### src/rtl/io_perm_check.sv
module io_perm_check #(
  parameter int ADDR_W = 32,
  parameter int LIM_W = 32,
  parameter int PORT_W = 16,
  parameter int PTR_OFF = 'h66,
  parameter int MIN_LIM = 103,
  parameter logic [3:0] SEG_TYPE = 4'd9
) (
  input  logic              clk,
  input  logic              rst,
  input  logic              start,
  input  logic              seg_present,
  input  logic [3:0]        seg_type,
  input  logic [ADDR_W-1:0] seg_base,
  input  logic [LIM_W-1:0]  seg_limit,
  input  logic [PORT_W-1:0] port_num,
  input  logic [2:0]        acc_size,
  output logic              mem_req,
  output logic [ADDR_W-1:0] mem_addr,
  input  logic              mem_rvalid,
  input  logic [15:0]       mem_rdata,
  output logic              done,
  output logic              allow,
  output logic              fault
);
  localparam int IDX_W = ((PORT_W - 3) > 16 ? (PORT_W - 3) : 16) + 1;
  localparam int CMP_W = (IDX_W > LIM_W ? IDX_W : LIM_W) + 1;

  typedef enum logic [1:0] {S_IDLE, S_PTR, S_MAP} st_t;
  st_t st;

  logic [ADDR_W-1:0] base_q;
  logic [LIM_W-1:0]  lim_q;
  logic [PORT_W-1:0] port_q;
  logic [2:0]        size_q;

  wire desc_ok = seg_present && (seg_type == SEG_TYPE) && (seg_limit >= LIM_W'(MIN_LIM));
  wire take    = mem_rvalid && !mem_req;

  wire [IDX_W-1:0] idx_nx = IDX_W'(mem_rdata) + IDX_W'(port_q >> 3);
  wire over = (CMP_W'(idx_nx) + CMP_W'(1)) > CMP_W'(lim_q);

  wire [7:0] win  = 8'(mem_rdata >> port_q[2:0]);
  wire [7:0] mask = (8'd1 << size_q) - 8'd1;
  wire blocked = |(win & mask);

  always_ff @(posedge clk) begin
    if (rst) begin
      st       <= S_IDLE;
      mem_req  <= 1'b0;
      mem_addr <= '0;
      done     <= 1'b0;
      allow    <= 1'b0;
      fault    <= 1'b0;
      base_q   <= '0;
      lim_q    <= '0;
      port_q   <= '0;
      size_q   <= '0;
    end else begin
      mem_req <= 1'b0;
      done    <= 1'b0;
      allow   <= 1'b0;
      fault   <= 1'b0;
      case (st)
        S_IDLE: if (start) begin
          base_q <= seg_base;
          lim_q  <= seg_limit;
          port_q <= port_num;
          size_q <= acc_size;
          if (!desc_ok) begin
            done  <= 1'b1;
            fault <= 1'b1;
          end else begin
            mem_req  <= 1'b1;
            mem_addr <= seg_base + ADDR_W'(PTR_OFF);
            st       <= S_PTR;
          end
        end
        S_PTR: if (take) begin
          if (over) begin
            done  <= 1'b1;
            fault <= 1'b1;
            st    <= S_IDLE;
          end else begin
            mem_req  <= 1'b1;
            mem_addr <= base_q + ADDR_W'(idx_nx);
            st       <= S_MAP;
          end
        end
        S_MAP: if (take) begin
          done  <= 1'b1;
          allow <= !blocked;
          fault <= blocked;
          st    <= S_IDLE;
        end
        default: st <= S_IDLE;
      endcase
    end
  end


  desc_fail_chk: assert property (@(posedge clk) disable iff (rst)
    (st == S_IDLE && start && !desc_ok) |=> (done && fault && !mem_req));


  ptr_addr_chk: assert property (@(posedge clk) disable iff (rst)
    (st == S_IDLE && start && desc_ok) |=>
      (mem_req && mem_addr == $past(seg_base) + ADDR_W'(PTR_OFF)));


  result_onehot_chk: assert property (@(posedge clk) disable iff (rst)
    (allow || fault) |-> (done && $onehot({allow, fault})));


  done_pulse_chk: assert property (@(posedge clk) disable iff (rst)
    done |=> !done);


  req_pulse_chk: assert property (@(posedge clk) disable iff (rst)
    mem_req |=> !mem_req);


  busy_start_chk: assert property (@(posedge clk) disable iff (rst)
    (st != S_IDLE && start && !mem_rvalid) |=> !done);
endmodule

### config.mk
export PLATFORM = sky130hd
export DESIGN_NAME = io_perm_check
export DESIGN_NICKNAME = d
export VERILOG_FILES = /design/src/rtl/io_perm_check.sv
export SDC_FILE = /design/constraint.sdc
export NUM_CORES = 1
export LEC_CHECK = 0
export ABC_AREA = 1
export CORE_UTILIZATION = 39
export CTS_BUF_LIST = sky130_fd_sc_hd__clkbuf_16
export DETAILED_ROUTE_END_ITERATION = 12
export MAX_ROUTING_LAYER = met4
export SLEW_MARGIN = 0
export SYNTH_ARGS = -nofsm -noshare
export SYNTH_HDL_FRONTEND = slang
export SYNTH_SLANG_ARGS = --single-unit
### constraint.sdc
create_clock -name clk -period 5.6 [get_ports clk]
set_input_delay 1.12 -clock clk [delete_from_list [all_inputs] [get_ports clk]]
set_output_delay 1.12 -clock clk [all_outputs]
set_load 0.05 [all_outputs]
# Word level (Yosys, flattened, before mapping)
# Cells that the tools add are included.
[totals]
reg_bits = 121
out_inout_bits = 36
word_cells = 66
[op_classes]
add_sub_neg = 5
n_lt_le_gt_ge = 2
eq_ne = 8
n_shift = 2
mux = 24
n_bitwise = 3
reduce_logical = 12
[ops]
columns = ["op", "count"]
rows = [
  ["$mux W32", 4],
  ["$pmux W32 S2", 1],
  ["$add A32 B17 Y32", 1],
  ["$add A32 B7 Y32 const B", 1],
  ["$ge A32 B7 Y1 const B", 1],
  ["$gt A18 B32 Y1", 1],
  ["$add A17 B1 Y18 const B", 1],
  ["$add A16 B13 Y17", 1],
  ["$shr A16 B3 Y8", 1],
  ["$mux W1", 10],
  ["$mux W2", 5],
  ["$ne A2 B2 Y1 const B", 5],
  ["$and A8 B8 Y8", 1],
  ["$reduce_or A8 Y1", 1],
  ["$shl A1 B3 Y8 const A", 1],
  ["$sub A8 B1 Y8 const B", 1],
  ["$pmux W1 S3", 2],
  ["$pmux W2 S3", 1],
  ["$reduce_and A5 Y1", 1],
  ["$eq A4 B4 Y1 const B", 1],
  ["$reduce_and A4 Y1", 1],
  ["$logic_and A1 B1 Y1", 3],
  ["$reduce_or A3 Y1", 1],
  ["$eq A2 B1 Y1 const B", 1],
  ["7 further kinds", 9],
]

# Longest topological paths before layout
[logic_depth]
depth_word = 6
depth_mapped = 33

# Worst setup path before layout
# OpenSTA, ideal clock, no wires.
[synth_path]
kind = "in2reg"
startpoint = "in mem_rdata[0]"
endpoint = "reg mem_addr[10]"
setup_time_ns = 0.115
arrival_ns = 4.300
required_ns = 5.485
path_slack_ns = 1.185
cell_stages = 28
path_buffers = 1
cell_sequence = "ha_1 -> inv_1 -> fa_1 -> inv_1 -> nand2_1 -> nor2_1 -> nand2_1 -> nor2_2 -> nand2_1 -> nor2_2 -> nand4_1 -> nand2_1 -> inv_1 -> ha_1 -> nand2_1 -> nor2_1 -> nand2_1 -> nor2_1 -> nand2_1 -> nand3_1 -> nand2_1 -> nand2_1 -> nand2_1 -> nand2_4 -> nand2_4 -> buf_2 -> o21bai_1 -> nor2_1"
[synth_between]
elab_chain_len = 5
[synth_rtl]
columns = ["element", "line", "text"]
rows = [
  ["start, declared", "21", "input logic [15:0] mem_rdata,"],
  ["$add A16 B13 Y17 (*)", "40", "wire [IDX_W-1:0] idx_nx = IDX_W'(mem_rdata) + IDX_W'(port_q >> 3);"],
  ["$add A17 B1 Y18 / $add A32 B17 Y32 (equally long branches)", "41, 86", ""],
  ["$gt A18 B32 Y1 / $mux W32 (equally long branches)", "41, 80", ""],
  ["$ne A2 B2 Y1 (no line) / $mux W32 (equally long branches)", "--", ""],
  ["$reduce_and A5 Y1 (no line) / $pmux W32 S2 (equally long branches)", "--", ""],
  ["end signal, assigned", "75", "mem_addr <= seg_base + ADDR_W'(PTR_OFF);"],
  ["end signal, assigned", "86", "mem_addr <= base_q + ADDR_W'(idx_nx);"],
  ["end, declared", "19", "output logic [ADDR_W-1:0] mem_addr,"],
]
# Mark *: on every way between the ends. The rest lies on a longest branch, timed or not. The select of a mux whose other input is x is not followed.
# A chain may end at the register's enable or synchronous reset.

# Worst setup path after layout
[layout_path]
startpoint = "in mem_rdata[0]"
endpoint = "reg mem_addr[17]"
# The elaborated chain is that of the path after synthesis.

==> results_dict.tcl <==
set metrics [dict create \
    finalSetupViolations 0 \
    worstSetupPathType "in -> reg" \
    post-route-period-util 0.9107 \
    use_met1 0.3253 \
    port_buffers 143 \
    diodes 0 \
    rows 56 \
    wl_per_cell_um 15.10 \
    syn_to_final_growth_pct 25.22 \
    yosysTopAreaCell "dfxtp_1" \
    synth_seq_area_share 0.2606 \
    grt_pass1_wl_um 48220 \
    syn_area_um2 9296 \
    gr-usage-met2 0.4430 \
    clockBufferDepth 2 \
    grt_max_degree 77 \
    slew_headroom 0.3832 \
    fin_cells 2014 \
    fin_setup_tns_ns 0 \
    cts_tree "done" \
    p_per_area_nw_per_um2 255.9 \
    grt.met3_usage 0.03379 \
    drc_errors 0 \
    status "complete, no violations" \
    ys_warn_count 0 \
    dieArea_um2 24460 \
    synth_cell_types 42 \
    post_cts_buffers 0 \
    pre_cts_ws_ns 0.08147 \
    p_total_mw 2.979 \
    cts_sinks 121 \
    drt-pass1-iter-count 5 \
    synth_edf_count 0 \
    synth_top_area_frac 0.2606 \
    slowest_delay_ns 0.52 \
    synth_common_cells "nand2_1, nor2_1, inv_1" \
    ir_drop_uv 169.2 \
    max-cap-violations 0 \
    die_y_um 156.4 \
    hold_path.class "reg -> reg" \
    vias_per_cell 4.998 \
    path_clk_slew_ns 0.06 \
    insertion_delay_ns 0.44 \
    numCtsBuffers 17 \
    crit_path_top_delay_cell "clkdlybuf4s50_1" \
    antenna_found_initial 0 \
    drt_iter0_drc 545 \
    worstMarginPinSlew_ns 0.9238 \
    syn_nets 1715 \
    gp_congestion 0.9666 \
    first_global_vias 9364 \
    crit_buf_inv 4 \
    yosysMostFrequentCell "nand2_1" \
    coreArea_um2 23400 \
    rsz0062_at_grt "no" \
    arrival_ns 5.48 \
    hold-worst-slack_ns 0.4524 \
    start_util 0.3972 \
    grt_overflow 0 \
    pin_count 144 \
    finClkSkew_ns 0.008393 \
    drtAntennaViolNets 0 \
    h-tree-depth 4 \
    ys_async_sr_fraction 0 \
    worstSetupStartpointType "primary input" \
    reg2reg_slack_ns 1.35 \
    cp.required_ns 5.98 \
    layout_setup_ws_ns 0.5002 \
    path_max_fanout 25 \
    endpoint_kind "flip-flop" \
    fmax_ghz 0.1961 \
    cts-root-buf "clkbuf_16" \
    syn_area_per_cell_um2 5.978 \
    slew_violations 0 \
    grt.total_usage 0.2634 \
    hpwl_um 24010 \
    grt-busiest-layer "met2" \
    postSynthCellCount 1555 \
    fin_util 0.4974 \
    finalCriticalPeriod_ns 5.100 \
    synthTopCellsByArea "dfxtp_1, nand2_1, nor2_1, inv_1, o21ai_0" \
    routed_wl_um 30410 \
    drive_above_1_share 0.04484 \
    finalHoldViolCount 0 \
    ys_ff_latch 121 \
    dpl.cell_count 1982 \
    cp_common_cell "nand2_1" \
    synth_ff_type "dfxtp_1" \
    postPlaceCellArea_um2 11020 \
    cts_hold_buf 0 \
    die_width_um 156.4 \
    cts_resized 0 \
    path_delay_family "simple AND/OR/NAND/NOR gates" \
    power_leakage_nw 5.603 \
    nNetsFinal 1842 \
    postLayoutCellArea_um2 11640 \
    via_count 10070 \
]
-- layout by cell type, fill, tap and decap left out, types with 4 or more instances in the layout --
cell,count
nor2_1,216
o21ai_0,139
xor2_1,15
nand3b_1,7
clkdlybuf4s50_1,143
nand2_1,411
ha_1,50
clkinv_4,4
xnor2_1,8
nor3_1,21
clkbuf_16,17
nand2_2,8
dfxtp_1,121
or2_2,6
a21oi_1,110
nand3_1,96
nand2_4,5
inv_1,205
nand4_1,29
o21bai_1,29
buf_4,11
-- state kept, by name (all words and copies together) (netlist names) --
name,cells
lim_q,32
allow,1
fault,1
base_q,32
done,1
mem_req,1
size_q,3
port_q,16
st,2
mem_addr,32
-- cells by family (layout without fill, tap and decap cells) --
| group | Yosys count | after routing | share of synthesized area |
|---|---|---|---|
| buffers and inverters | 255 | 395 | 0.1051 |
| flip-flops | 121 | 121 | 0.2606 |
| multiplexers | 3 | 3 | 0.003230 |
| adder cells (fa/ha/maj) | 52 | 52 | 0.07160 |
| AND/OR/NAND/NOR | 812 | 812 | 0.3666 |
| XOR/XNOR | 26 | 26 | 0.02934 |
| AO/OA/AOI/OAI | 285 | 285 | 0.1631 |
| other | 1 | 1 | 0.0004034 |
-- power breakdown --
| group | internal (mW) | switching, mW |
|---|---|---|
| Sequential | 0.910 | 0.0324 |
| Combinational | 0.309 | 0.534 |
| Clock | 0.711 | 0.483 |
-- tightest hold or removal path, cell delays in order (launching register included) --
cell	delay (ns)
dfxtp_1	0.30
inv_1	0.06
a21oi_1	0.05
-- routing by layer --
layer  up-vias  part of all wire
li1       5250                 -
met1      4522              0.46
met2       246              0.47
met3        48             0.044
met4         0             0.022
met5         -                 0
-- final timing paths --
path                          start                   endpoint  cells after the start
min reg2reg  lim_q[21]$_SDFFE_PP0P_     lim_q[21]$_SDFFE_PP0P_                      2
max reg2reg  port_q[3]$_SDFFE_PP0P_  mem_addr[17]$_SDFFE_PP0P_                     31
min          lim_q[21]$_SDFFE_PP0P_     lim_q[21]$_SDFFE_PP0P_                      2
max                    mem_rdata[0]  mem_addr[17]$_SDFFE_PP0P_                     32
-- area by class of cell --
class,instances,area (µm²)
inverters,209,784.5
repair buffers,154,1514
clock buffers,17,425.4
flip-flops and latches,121,2422
multi-input cells,1179,5904
well taps,319,399.1
clock inverters,15,191.4
fillers,2500,11760
(Power assumes the default switching activity.)
